==> src/rtl/ptimer_pkg.sv <==
package ptimer_pkg;

  localparam int RATIO_W = 3;
  localparam int ADDR_W  = 3;

  typedef struct packed {
    logic               cmp_en;
    logic [RATIO_W-1:0] ratio;
    logic               pre_en;
    logic               auto_rld;
    logic               run;
  } ctrl_t;

  localparam int CTRL_W = $bits(ctrl_t);

  typedef enum logic [ADDR_W-1:0] {
    REG_CTRL   = 3'd0,
    REG_COUNT  = 3'd1,
    REG_RELOAD = 3'd2,
    REG_CMP    = 3'd3,
    REG_TRIG   = 3'd4
  } reg_addr_e;

endpackage

==> src/rtl/ptimer_regs.sv <==
module ptimer_regs
  import ptimer_pkg::*;
#(
  parameter int CNT_W = 32
) (
  input  logic              clk,
  input  logic              rst,
  input  logic              wr_en,
  input  logic [ADDR_W-1:0] wr_addr,
  input  logic [CNT_W-1:0]  wr_data,
  input  logic              oneshot_stop,
  output ctrl_t             ctrl,
  output logic [CNT_W-1:0]  reload,
  output logic [CNT_W-1:0]  cmp,
  output logic              cnt_load,
  output logic              trig_load
);

  logic ctrl_wr, rld_wr, cmp_wr;

  always_comb begin
    ctrl_wr   = wr_en && (wr_addr == REG_CTRL);
    cnt_load  = wr_en && (wr_addr == REG_COUNT);
    rld_wr    = wr_en && (wr_addr == REG_RELOAD);
    cmp_wr    = wr_en && (wr_addr == REG_CMP);
    trig_load = wr_en && (wr_addr == REG_TRIG);
  end

  always_ff @(posedge clk) begin
    if (rst) begin
      ctrl   <= '0;
      reload <= '0;
      cmp    <= '0;
    end else begin
      if (ctrl_wr)
        ctrl <= ctrl_t'(wr_data[CTRL_W-1:0]);
      else if (oneshot_stop)
        ctrl.run <= 1'b0;
      if (rld_wr)
        reload <= wr_data;
      if (cmp_wr)
        cmp <= wr_data;
    end
  end

  AST_ONESHOT_CLEARS_RUN: assert property (@(posedge clk) disable iff (rst)
    (oneshot_stop && !ctrl_wr) |=> !ctrl.run);

  AST_CTRL_WRITE_TAKES: assert property (@(posedge clk) disable iff (rst)
    ctrl_wr |=> (ctrl.run == $past(wr_data[0])));

endmodule

==> src/rtl/ptimer_presc.sv <==
module ptimer_presc
  import ptimer_pkg::*;
#(
  parameter bit HAS_PRESC = 1'b1
) (
  input  logic               clk,
  input  logic               rst,
  input  logic               run,
  input  logic               pre_en,
  input  logic [RATIO_W-1:0] ratio,
  input  logic               clr,
  output logic               tick
);

  generate
    if (HAS_PRESC) begin : g_presc
      localparam int PC_W = 1 << RATIO_W;
      logic [PC_W-1:0] pcnt_q;
      logic [PC_W-1:0] limit;

      always_comb begin
        limit = {PC_W{1'b1}} >> ((PC_W - 1) - int'(ratio));
        tick  = run && (!pre_en || (pcnt_q == limit));
      end

      always_ff @(posedge clk) begin
        if (rst || clr || !run || !pre_en || tick)
          pcnt_q <= '0;
        else
          pcnt_q <= pcnt_q + 1'b1;
      end

      AST_PRESC_IDLE_WHEN_STOPPED: assert property (@(posedge clk) disable iff (rst)
        !run |=> (pcnt_q == '0));

      AST_PRESC_RESTART: assert property (@(posedge clk) disable iff (rst)
        clr |=> (pcnt_q == '0));
    end else begin : g_direct
      always_comb tick = run;
    end
  endgenerate

  AST_NO_TICK_STOPPED: assert property (@(posedge clk) disable iff (rst)
    !run |-> !tick);

endmodule

==> src/rtl/ptimer_count.sv <==
module ptimer_count #(
  parameter int CNT_W = 32
) (
  input  logic             clk,
  input  logic             rst,
  input  logic             tick,
  input  logic             auto_rld,
  input  logic             cmp_en,
  input  logic             cnt_load,
  input  logic             trig_load,
  input  logic [CNT_W-1:0] load_val,
  input  logic [CNT_W-1:0] reload,
  input  logic [CNT_W-1:0] cmp,
  output logic [CNT_W-1:0] count_q,
  output logic             ovf_q,
  output logic             match_q,
  output logic             oneshot_stop,
  output logic             rld_wrap
);

  localparam logic [CNT_W-1:0] TOP = '1;

  logic             sw_write;
  logic             at_top;
  logic             wrap;
  logic [CNT_W-1:0] nxt;

  always_comb begin
    sw_write     = cnt_load || trig_load;
    at_top       = (count_q == TOP);
    wrap         = tick && at_top && !sw_write;
    nxt          = at_top ? (auto_rld ? reload : '0) : count_q + 1'b1;
    oneshot_stop = wrap && !auto_rld;
    rld_wrap     = wrap && auto_rld;
  end

  always_ff @(posedge clk) begin
    if (rst) begin
      count_q <= '0;
      ovf_q   <= 1'b0;
      match_q <= 1'b0;
    end else begin
      ovf_q   <= wrap;
      match_q <= tick && !sw_write && cmp_en && (nxt == cmp);
      if (cnt_load)
        count_q <= load_val;
      else if (trig_load)
        count_q <= reload;
      else if (tick)
        count_q <= nxt;
    end
  end

  AST_OVF_SINGLE: assert property (@(posedge clk) disable iff (rst)
    ovf_q |=> !ovf_q);

  AST_RELOAD_ON_OVF: assert property (@(posedge clk) disable iff (rst)
    (ovf_q && $past(auto_rld)) |-> (count_q == $past(reload)));

  AST_ONESHOT_ZERO: assert property (@(posedge clk) disable iff (rst)
    (ovf_q && !$past(auto_rld)) |-> (count_q == '0));

  AST_MATCH_GATED: assert property (@(posedge clk) disable iff (rst)
    match_q |-> ($past(cmp_en) && count_q == $past(cmp)));

  AST_LOAD_TAKES: assert property (@(posedge clk) disable iff (rst)
    cnt_load |=> (count_q == $past(load_val)));

  AST_TRIG_RELOADS: assert property (@(posedge clk) disable iff (rst)
    (trig_load && !cnt_load) |=> (count_q == $past(reload)));

endmodule

==> src/rtl/ptimer_top.sv <==
module ptimer_top
  import ptimer_pkg::*;
#(
  parameter int CNT_W     = 32,
  parameter bit HAS_PRESC = 1'b1
) (
  input  logic              clk,
  input  logic              rst,
  input  logic              wr_en,
  input  logic [ADDR_W-1:0] wr_addr,
  input  logic [CNT_W-1:0]  wr_data,
  output logic [CNT_W-1:0]  count_o,
  output logic              ovf_o,
  output logic              match_o,
  output logic              run_o
);

  ctrl_t            ctrl;
  logic [CNT_W-1:0] reload, cmp;
  logic             cnt_load, trig_load;
  logic             oneshot_stop, rld_wrap;
  logic             tick, presc_clr;

  ptimer_regs #(.CNT_W(CNT_W)) u_regs (
    .clk          (clk),
    .rst          (rst),
    .wr_en        (wr_en),
    .wr_addr      (wr_addr),
    .wr_data      (wr_data),
    .oneshot_stop (oneshot_stop),
    .ctrl         (ctrl),
    .reload       (reload),
    .cmp          (cmp),
    .cnt_load     (cnt_load),
    .trig_load    (trig_load)
  );

  always_comb presc_clr = cnt_load || trig_load || rld_wrap;

  ptimer_presc #(.HAS_PRESC(HAS_PRESC)) u_presc (
    .clk    (clk),
    .rst    (rst),
    .run    (ctrl.run),
    .pre_en (ctrl.pre_en),
    .ratio  (ctrl.ratio),
    .clr    (presc_clr),
    .tick   (tick)
  );

  ptimer_count #(.CNT_W(CNT_W)) u_count (
    .clk          (clk),
    .rst          (rst),
    .tick         (tick),
    .auto_rld     (ctrl.auto_rld),
    .cmp_en       (ctrl.cmp_en),
    .cnt_load     (cnt_load),
    .trig_load    (trig_load),
    .load_val     (wr_data),
    .reload       (reload),
    .cmp          (cmp),
    .count_q      (count_o),
    .ovf_q        (ovf_o),
    .match_q      (match_o),
    .oneshot_stop (oneshot_stop),
    .rld_wrap     (rld_wrap)
  );

  always_comb run_o = ctrl.run;

  AST_STOP_HOLDS: assert property (@(posedge clk) disable iff (rst)
    (!run_o && !cnt_load && !trig_load) |=> (count_o == $past(count_o)));

  AST_STEP_BY_ONE: assert property (@(posedge clk) disable iff (rst)
    (tick && !cnt_load && !trig_load && count_o != '1) |=> (count_o == $past(count_o) + 1'b1));

endmodule

==> config.mk <==
export PLATFORM = sky130hd
export DESIGN_NAME = ptimer_top
export DESIGN_NICKNAME = d
export VERILOG_FILES = /design/src/rtl/ptimer_pkg.sv /design/src/rtl/ptimer_regs.sv /design/src/rtl/ptimer_presc.sv /design/src/rtl/ptimer_count.sv /design/src/rtl/ptimer_top.sv
export SDC_FILE = /design/constraint.sdc
export NUM_CORES = 1
export LEC_CHECK = 0
export BUFFER_PORTS_ARGS = -buffer_cell sky130_fd_sc_hd__buf_2
export CAP_MARGIN = 20
export CORE_MARGIN = 1
export CORE_UTILIZATION = 38
export DETAILED_ROUTE_END_ITERATION = 10
export HOLD_SLACK_MARGIN = 0.02
export MAX_ROUTING_LAYER = met4
export PLACE_DENSITY_LB_ADDON = 0.05
export SLEW_MARGIN = 20
export SYNTH_ARGS = -nofsm -noshare
export SYNTH_HDL_FRONTEND = slang
export SYNTH_HIERARCHICAL = 1
export SYNTH_SLANG_ARGS = --single-unit
==> constraint.sdc <==
create_clock -name clk -period 5.8 [get_ports clk]
set_clock_uncertainty 0.1 [all_clocks]
set_input_delay 0.87 -clock clk [delete_from_list [all_inputs] [get_ports clk]]
set_output_delay 0.87 -clock clk [all_outputs]
set_load 0.1 [all_outputs]
==> results by group, run 1 <==
Synthesis
  – Post-synth ARST share: 0%
  – YS warnings: 6
  – Avg Cell Area, Syn: 8.39 um2
  – EDFF count, synth: 0
  – Prevailing post-synth register cell: dfxtp_1
  – Cells after Synth: between 800 and 900
  – Syn Std Cell Area: approximately 0.007 mm2
  – Syn Nets: 875
  – Seq cells post-synth: 113
  – Synth cell types: 80
  – Seq/Total Area, Yosys: between 30% and 40%

Min path
  – Worst min path class: register to register
  – Min-Delay Path Depth: 2
  – HP Start: u_regs/ctrl[6]
  – WHS Endpoint: u_regs/ctrl[6]

Timing
  – Sum of negative setup slack: 0 ns
  – Final period util: between 60% and 70%
  – Relative slew slack: approximately a third
  – Max Fclk: 270 MHz
  – Unrepaired setup endpoints after global routing: no
  – Final Slew Violations: 0
  – Hold_ws: roughly 0.38 ns
  – Worst setup margin: approximately 2.1 ns
  – Final setup fails: 0
  – Worst-Margin Slew: ~0.98 ns
  – Final Hold Viols: 0
  – Crit path time final: about 3.7 ns

Floorplan
  – Initial core utilization: 38.9%
  – Row count: slightly below 50
  – Core area: 0.0180 mm2
  – DIE AREA: 0.0190 mm2
  – Width of the chip: about 140 um
  – Top Ports: 73
  – Vert. Die Dim: 138 um

CTS
  – TritonCTS buffer count: 17
  – Clk slew on worst S/H paths: roughly 0.05 ns
  – Worst-skew pair later-pin latency: between 0.4 and 0.5 ns
  – H-Tree Depth: 4
  – Post-CTS setup buffer count: 0
  – CTS tree: yes
  – CTS Sinks: roughly 110
  – CTS hold repair buffers: 0
  – CTS max path bufs: 2
  – CTS resizes: 0
  – Root buf cell: clkbuf_16

Final layout
  – Diodes inserted: 0
  – Highest-count cells in the layout ignoring fill and taps: dfxtp_1 (113), nand2b_1 (109), nand2_1 (79)
  – Most common cell after layout, fill and taps aside: dfxtp_1
  – Synth-to-Final Area Change: 15.7%
  – Nets: between 900 and 1000
  – Layout cells sized above 1: 14.9%
  – Multi-input logic area: between 0.004 and 0.005 mm2
  – Register area: between 0.002 and 0.0025 mm2
  – Fin util: roughly 45%
  – Filler cells: between 1500 and 2000

Place
  – Port bufs: 72
  – GP Congestion: around 0.95
  – HPWL Detailed: around 17000 um
  – Place WS: approximately 1.9 ns

Route
  – Via count: 6427
  – Met1 wire length: 11200 um
  – Antenna viol nets, final: 0
  – DR vias/cell: between 5 and 6
  – DRC: 0
  – Drt wl/cell: 21.0 um
  – Max layer used: met4
  – Metal3 WL: between 1000 and 1500 um
  – WL met2: about 11000 um
  – WL final: about 24000 um
  – 1st-iter DRT viols: between 400 and 500
  – Drt pass-1 iters: 5

Critical path
  – CP max stage cell: dfxtp_1
  – CP Max Fanout: 11
  – Cell mode on critical path: nor4_1
  – Startpoint Class: register
  – Worst path arrival time: between 3 and 4 ns
  – RR Startpoint: u_regs/ctrl[5]
  – Worst setup path class: register to register
  – Critical-path cell list: mux2_4 -> a221o_1 -> o211ai_4 -> o2bb2ai_1 -> nand3_1 -> nor3_1 -> o21ai_0 -> nor4_1 -> o2111ai_1 -> nor4_1 -> and4_1
  – Worst endpoint required time: 6.06 ns
  – R2r endpoint: u_count/match_q
  – Worst r2r path cells: 11
  – R2R setup slack: between 2 and 2.5 ns
  – CP Capture Type: register
  – CP peak stage delay: roughly 0.53 ns

GRT
  – Pin count of the biggest net entering global routing: around 140
  – GRT Overall Usage: a little over a quarter
  – Initial antenna violation count: 0
  – Gr ovfl total: 0
  – Vias in the first global route: 6114
  – Wire length of the first global-routing pass: 36300 um

Run status
  – Status: completed

Power
  – Total power: between 2 and 2.5 mW
  – Static leakage: between 3 and 4 nW
  – Pwr/cell area: ~260 mW/mm2
  – VDD IR max: 0.196 mV

Run
  – Max-Cap Viols: 0
==> worst max-delay path, delay by kind of cell, from the launching register on <==
family / cells / cell delay, ns
muxes: 1 / 0.33
AOI/OAI and AO/OA: 5 / 1.34
DFF: 1 / 0.53
and+or+nand+nor: 5 / 1.35
==> sequential cells by signal, indices dropped and copies added (netlist names) <==
name and count:
u_count/count_q 32, u_count/match_q 1, u_count/ovf_q 1, u_presc/g_presc.pcnt_q 8
u_regs/cmp 32, u_regs/ctrl 7, u_regs/reload 32
==> layer usage <==
| layer | global-route usage, % | vias to the layer above |
|---|---|---|
| li1 | - | 3086 |
| met1 | 35.7 | 3112 |
| met2 | 40.3 | 201 |
| met3 | 5.26 | 28 |
| met4 | 7.91 | 0 |
| met5 | - | - |
==> stage by stage <==
stage / cells / cell area (um2)
2_1_floorplan: 835 / 7000
3_3_place_gp: 1086 / 7470
3_5_place_dp: 1086 / 7480
4_1_cts: 1118 / 8090
5_1_grt: 1119 / 8110
6_report: 1119 / 8110
==> cells in the mapped netlist (all sizes together) (3+ instances only) <==
| master | instances | area, um2 |
|---|---|---|
| dfxtp | 113 | 2260 |
| nand2b | 109 | 682 |
| nand2 | 79 | 297 |
| mux2i | 77 | 771 |
| a21oi | 45 | 225 |
| nor2 | 42 | 173 |
| xnor2 | 35 | 307 |
| clkbuf | 31 | 118 |
| o211ai | 30 | 239 |
| nand3 | 27 | 140 |
| buf | 26 | 159 |
| nand4 | 21 | 153 |
| inv | 20 | 75.1 |
| nor3 | 19 | 105 |
| o21ai | 19 | 95.1 |
| xor2 | 16 | 140 |
| a211oi | 15 | 118 |
| a221o | 8 | 80.1 |
| and3 | 8 | 56.3 |
| nor4 | 8 | 50.1 |
| o22ai | 7 | 43.8 |
| and4 | 6 | 52.6 |
| o221ai | 6 | 52.6 |
| a2111oi | 4 | 47.6 |
| a22o | 4 | 35.0 |
| and2 | 4 | 25.0 |
| or3 | 4 | 30.0 |
| a21boi | 3 | 22.5 |
| a2bb2oi | 3 | 26.3 |
| a31oi | 3 | 18.8 |
| o21bai | 3 | 22.5 |
| o31ai | 3 | 27.5 |
| or4 | 3 | 26.3 |
==> worst max-delay path by stage <==
stage                                   from               to  slack (ns)  cells past startpoint
final                         u_regs/ctrl[5]  u_count/match_q        2.09                     11
after global routing          u_regs/ctrl[5]  u_count/match_q        1.84                     11
after CTS                     u_regs/ctrl[5]  u_count/match_q        2.11                     11
after detailed placement               wr_en  u_count/match_q        1.91                     11
after global placement    u_count/count_q[0]  u_count/match_q        1.92                      9
after floorplan           u_count/count_q[0]  u_count/match_q        2.15                     10
==> area by class of cell <==
cell class	instances	share of cell area, %
flip-flops and latches	113	27.9
inverters	21	0.972
multi-input cells	644	54.7
clock inverters	4	1.17
clock buffers	28	6.37
repair buffers	80	5.31
well taps	229	3.53
==> cell families after synthesis <==
family	synth area share, %
simple gates	27.3
compound gates	16.9
xor+xnor	6.70
buf+inv	5.07
flops	32.3
fa+ha+maj	0.357
mux	11.4
==> where the power goes <==
group / switching, mW / internal (mW)
Sequential: 0.0250 / 0.794
Combinational: 0.134 / 0.0726
Clock: 0.360 / 0.733
Total: 0.519 / 1.60
No activity file was read; power rests on OpenSTA's default activity.
==> run 2: changes to the inputs <==
clock period = 3.7 ns   (was 5.8 ns; I/O delays follow)
==> run 2 against run 1 <==
Worst setup slack worse by 1.8 ns; first-iteration DRC count grew 17%; via count is 2.8% higher; sequential power up 56%; critical endpoint unchanged; highest routed layer unchanged.
==> results by group, run 2 (synthesis gave the netlist of run 1 again) <==
Power
  – Internal: around 2.2 mW
  – Pwr/cell area: 387 mW/mm2
  – Comb pwr share: 10.7%
  – VDD IR max: about 0.33 mV
  – Switching portion of total power: between 20% and 30%
  – Static leakage: 3.14 nW
  – Clock share of power: 49.1%
  – Sw Pwr: ~0.94 mW
  – Register share of total power: between 40% and 50%

Route
  – Via count: around 6600
  – Met1 wire length: around 12000 um
  – Drt wl/cell: between 20 and 25 um
  – Drt pass-1 iters: 5
  – DR vias/cell: about 5.8
  – DRC: 0
  – WL final: approximately 25000 um
  – Max layer used: met4
  – Antenna viol nets, final: 0
  – 1st-iter DRT viols: approximately 530
  – Metal3 WL: about 1600 um
  – WL met2: between 10000 and 15000 um

Critical path
  – R2R setup slack: 0.25 ns
  – CP peak stage delay: around 0.70 ns
  – Critical-path cell list: ha_1 -> nand4_4 -> or4_4 -> or2_1 -> a22oi_2 -> xnor2_1 -> a2111oi_2 -> nor4b_1 -> and4_1
  – Worst path arrival time: ~3.7 ns
  – Startpoint Class: register
  – CP top delay family: simple AND/OR/NAND/NOR gates
  – Worst endpoint required time: approximately 4 ns
  – CP Capture Type: register
  – Worst path bufs/invs: 0
  – CP Max Fanout: 15
  – CP max stage cell: or4_4
  – Worst setup path class: register to register

Final layout
  – Register area: ~0.0023 mm2
  – Multi-input logic area: approximately 0.0044 mm2
  – Diodes inserted: 0
  – Most common cell after layout, fill and taps aside: dfxtp_1
  – Highest-count cells in the layout ignoring fill and taps: dfxtp_1 (112), nand2b_1 (109), nand2_1 (79)
  – Nets: ~940
  – Filler cells: 1805
  – Largest registers: u_count/count_q (32), u_regs/cmp (32), u_regs/reload (32)
  – Fin util: between 40% and 50%
  – Layout cells sized above 1: about 18%
  – Synth-to-Final Area Change: 17.3%

GRT
  – Wire length of the first global-routing pass: 38300 um
  – GRT Overall Usage: roughly 28%
  – Pin count of the biggest net entering global routing: 74
  – Vias in the first global route: 6367
  – Gr ovfl total: 0
  – Initial antenna violation count: 0

Floorplan
  – Vert. Die Dim: roughly 140 um
  – Initial core utilization: between 30% and 40%
  – Core area: around 0.018 mm2
  – Width of the chip: 138 um
  – Top Ports: 73
  – Row count: around 50
  – DIE AREA: between 0.015 and 0.02 mm2

Place
  – Port bufs: approximately 70
  – HPWL Detailed: between 15000 and 20000 um
  – GP Congestion: roughly 0.95

Timing
  – Crit path time final: about 3.4 ns
  – Max Fclk: between 200 and 300 MHz
  – Final setup fails: 0
  – Final Slew Violations: 0
  – Relative slew slack: roughly two fifths
  – Final period util: between 90 and 100%
  – Worst-Margin Slew: around 0.90 ns
  – Unrepaired setup endpoints after global routing: no
  – Sum of negative setup slack: 0 ns
  – Final Hold Viols: 0

CTS
  – TritonCTS buffer count: 17
  – Clk slew on worst S/H paths: approximately 0.060 ns
  – H-Tree Depth: 4
  – Root buf cell: clkbuf_16
  – CTS Sinks: 113
  – CTS tree: yes
  – CTS max path bufs: 2
  – Worst-skew pair later-pin latency: 0.43 ns

Run
  – Max-Cap Viols: 0

Min path
  – Worst min path class: input pin to register

Run status
  – Status: completed
-- run 2: worst reg2reg max path, cell delays in order, from the launching register on --
cell and delay (ns):
dfxtp_1 0.42, ha_1 0.31, nand4_4 0.17, or4_4 0.70, or2_1 0.53, a22oi_2 0.27
xnor2_1 0.10, a2111oi_2 0.21, nor4b_1 0.35, and4_1 0.24
-- run 2: power groups by stage --
stage	registers (mW)	logic (mW)	clock network, mW
floorplan	1.35	0.174	0
global placement	1.30	0.337	0
finish	1.28	0.342	1.56
CTS	1.28	0.341	1.60
global route	1.28	0.366	1.65
detailed placement	1.30	0.339	0
-- run 2: path summary, 6_finish.rpt --
path                                         start             endpoint  depth (start not counted)
worst min register to register    u_regs/reload[1]     u_regs/reload[1]                          2
worst min-delay path                   wr_data[22]  u_count/count_q[22]                          3
worst max register to register  u_count/count_q[1]      u_count/match_q                          9
worst max-delay path            u_count/count_q[1]      u_count/match_q                          9
-- run 2: routing by layer --
metal | GRT usage (%) | vias up
met5 | - | -
met4 | 10.1 | 0
met3 | 6.22 | 44
met2 | 42.7 | 240
met1 | 36.9 | 3193
li1 | - | 3130
-- run 2: per-stage QoR --
stage | total power [mW] | instance area, um2 | cells | hold slack (ns) | worst slack (ns)
final | 3.18 | 8220 | 1143 | 0.281 | 0.252
after global routing | 3.30 | 8220 | 1143 | 0.272 | 0.0375
after CTS | 3.21 | 8210 | 1143 | 0.269 | 0.216
after detailed placement | 1.64 | 7660 | 1111 | 0.386 | 0.228
after global placement | 1.64 | 7660 | 1111 | 0.374 | 0.387
after floorplan | 1.53 | 7000 | 835 | 0.344 | 0.0465
-- run 2: what timing repair did --
item,4_1_cts,5_1_grt
endpoints found under the setup margin,0,1
resized for setup,0,2
buffers inserted,0,0
hold buffers,0,0
-- run 2: layout make-up --
class                           instances  area share, %
Multi-Input combinational cell        644           54.0
Sequential cell                       113           27.6
Timing Repair Buffer                  104           7.34
Inverter                               21          0.959
Clock buffer                           17           5.18
Tap cell                              229           3.49
Clock inverter                         15           1.52
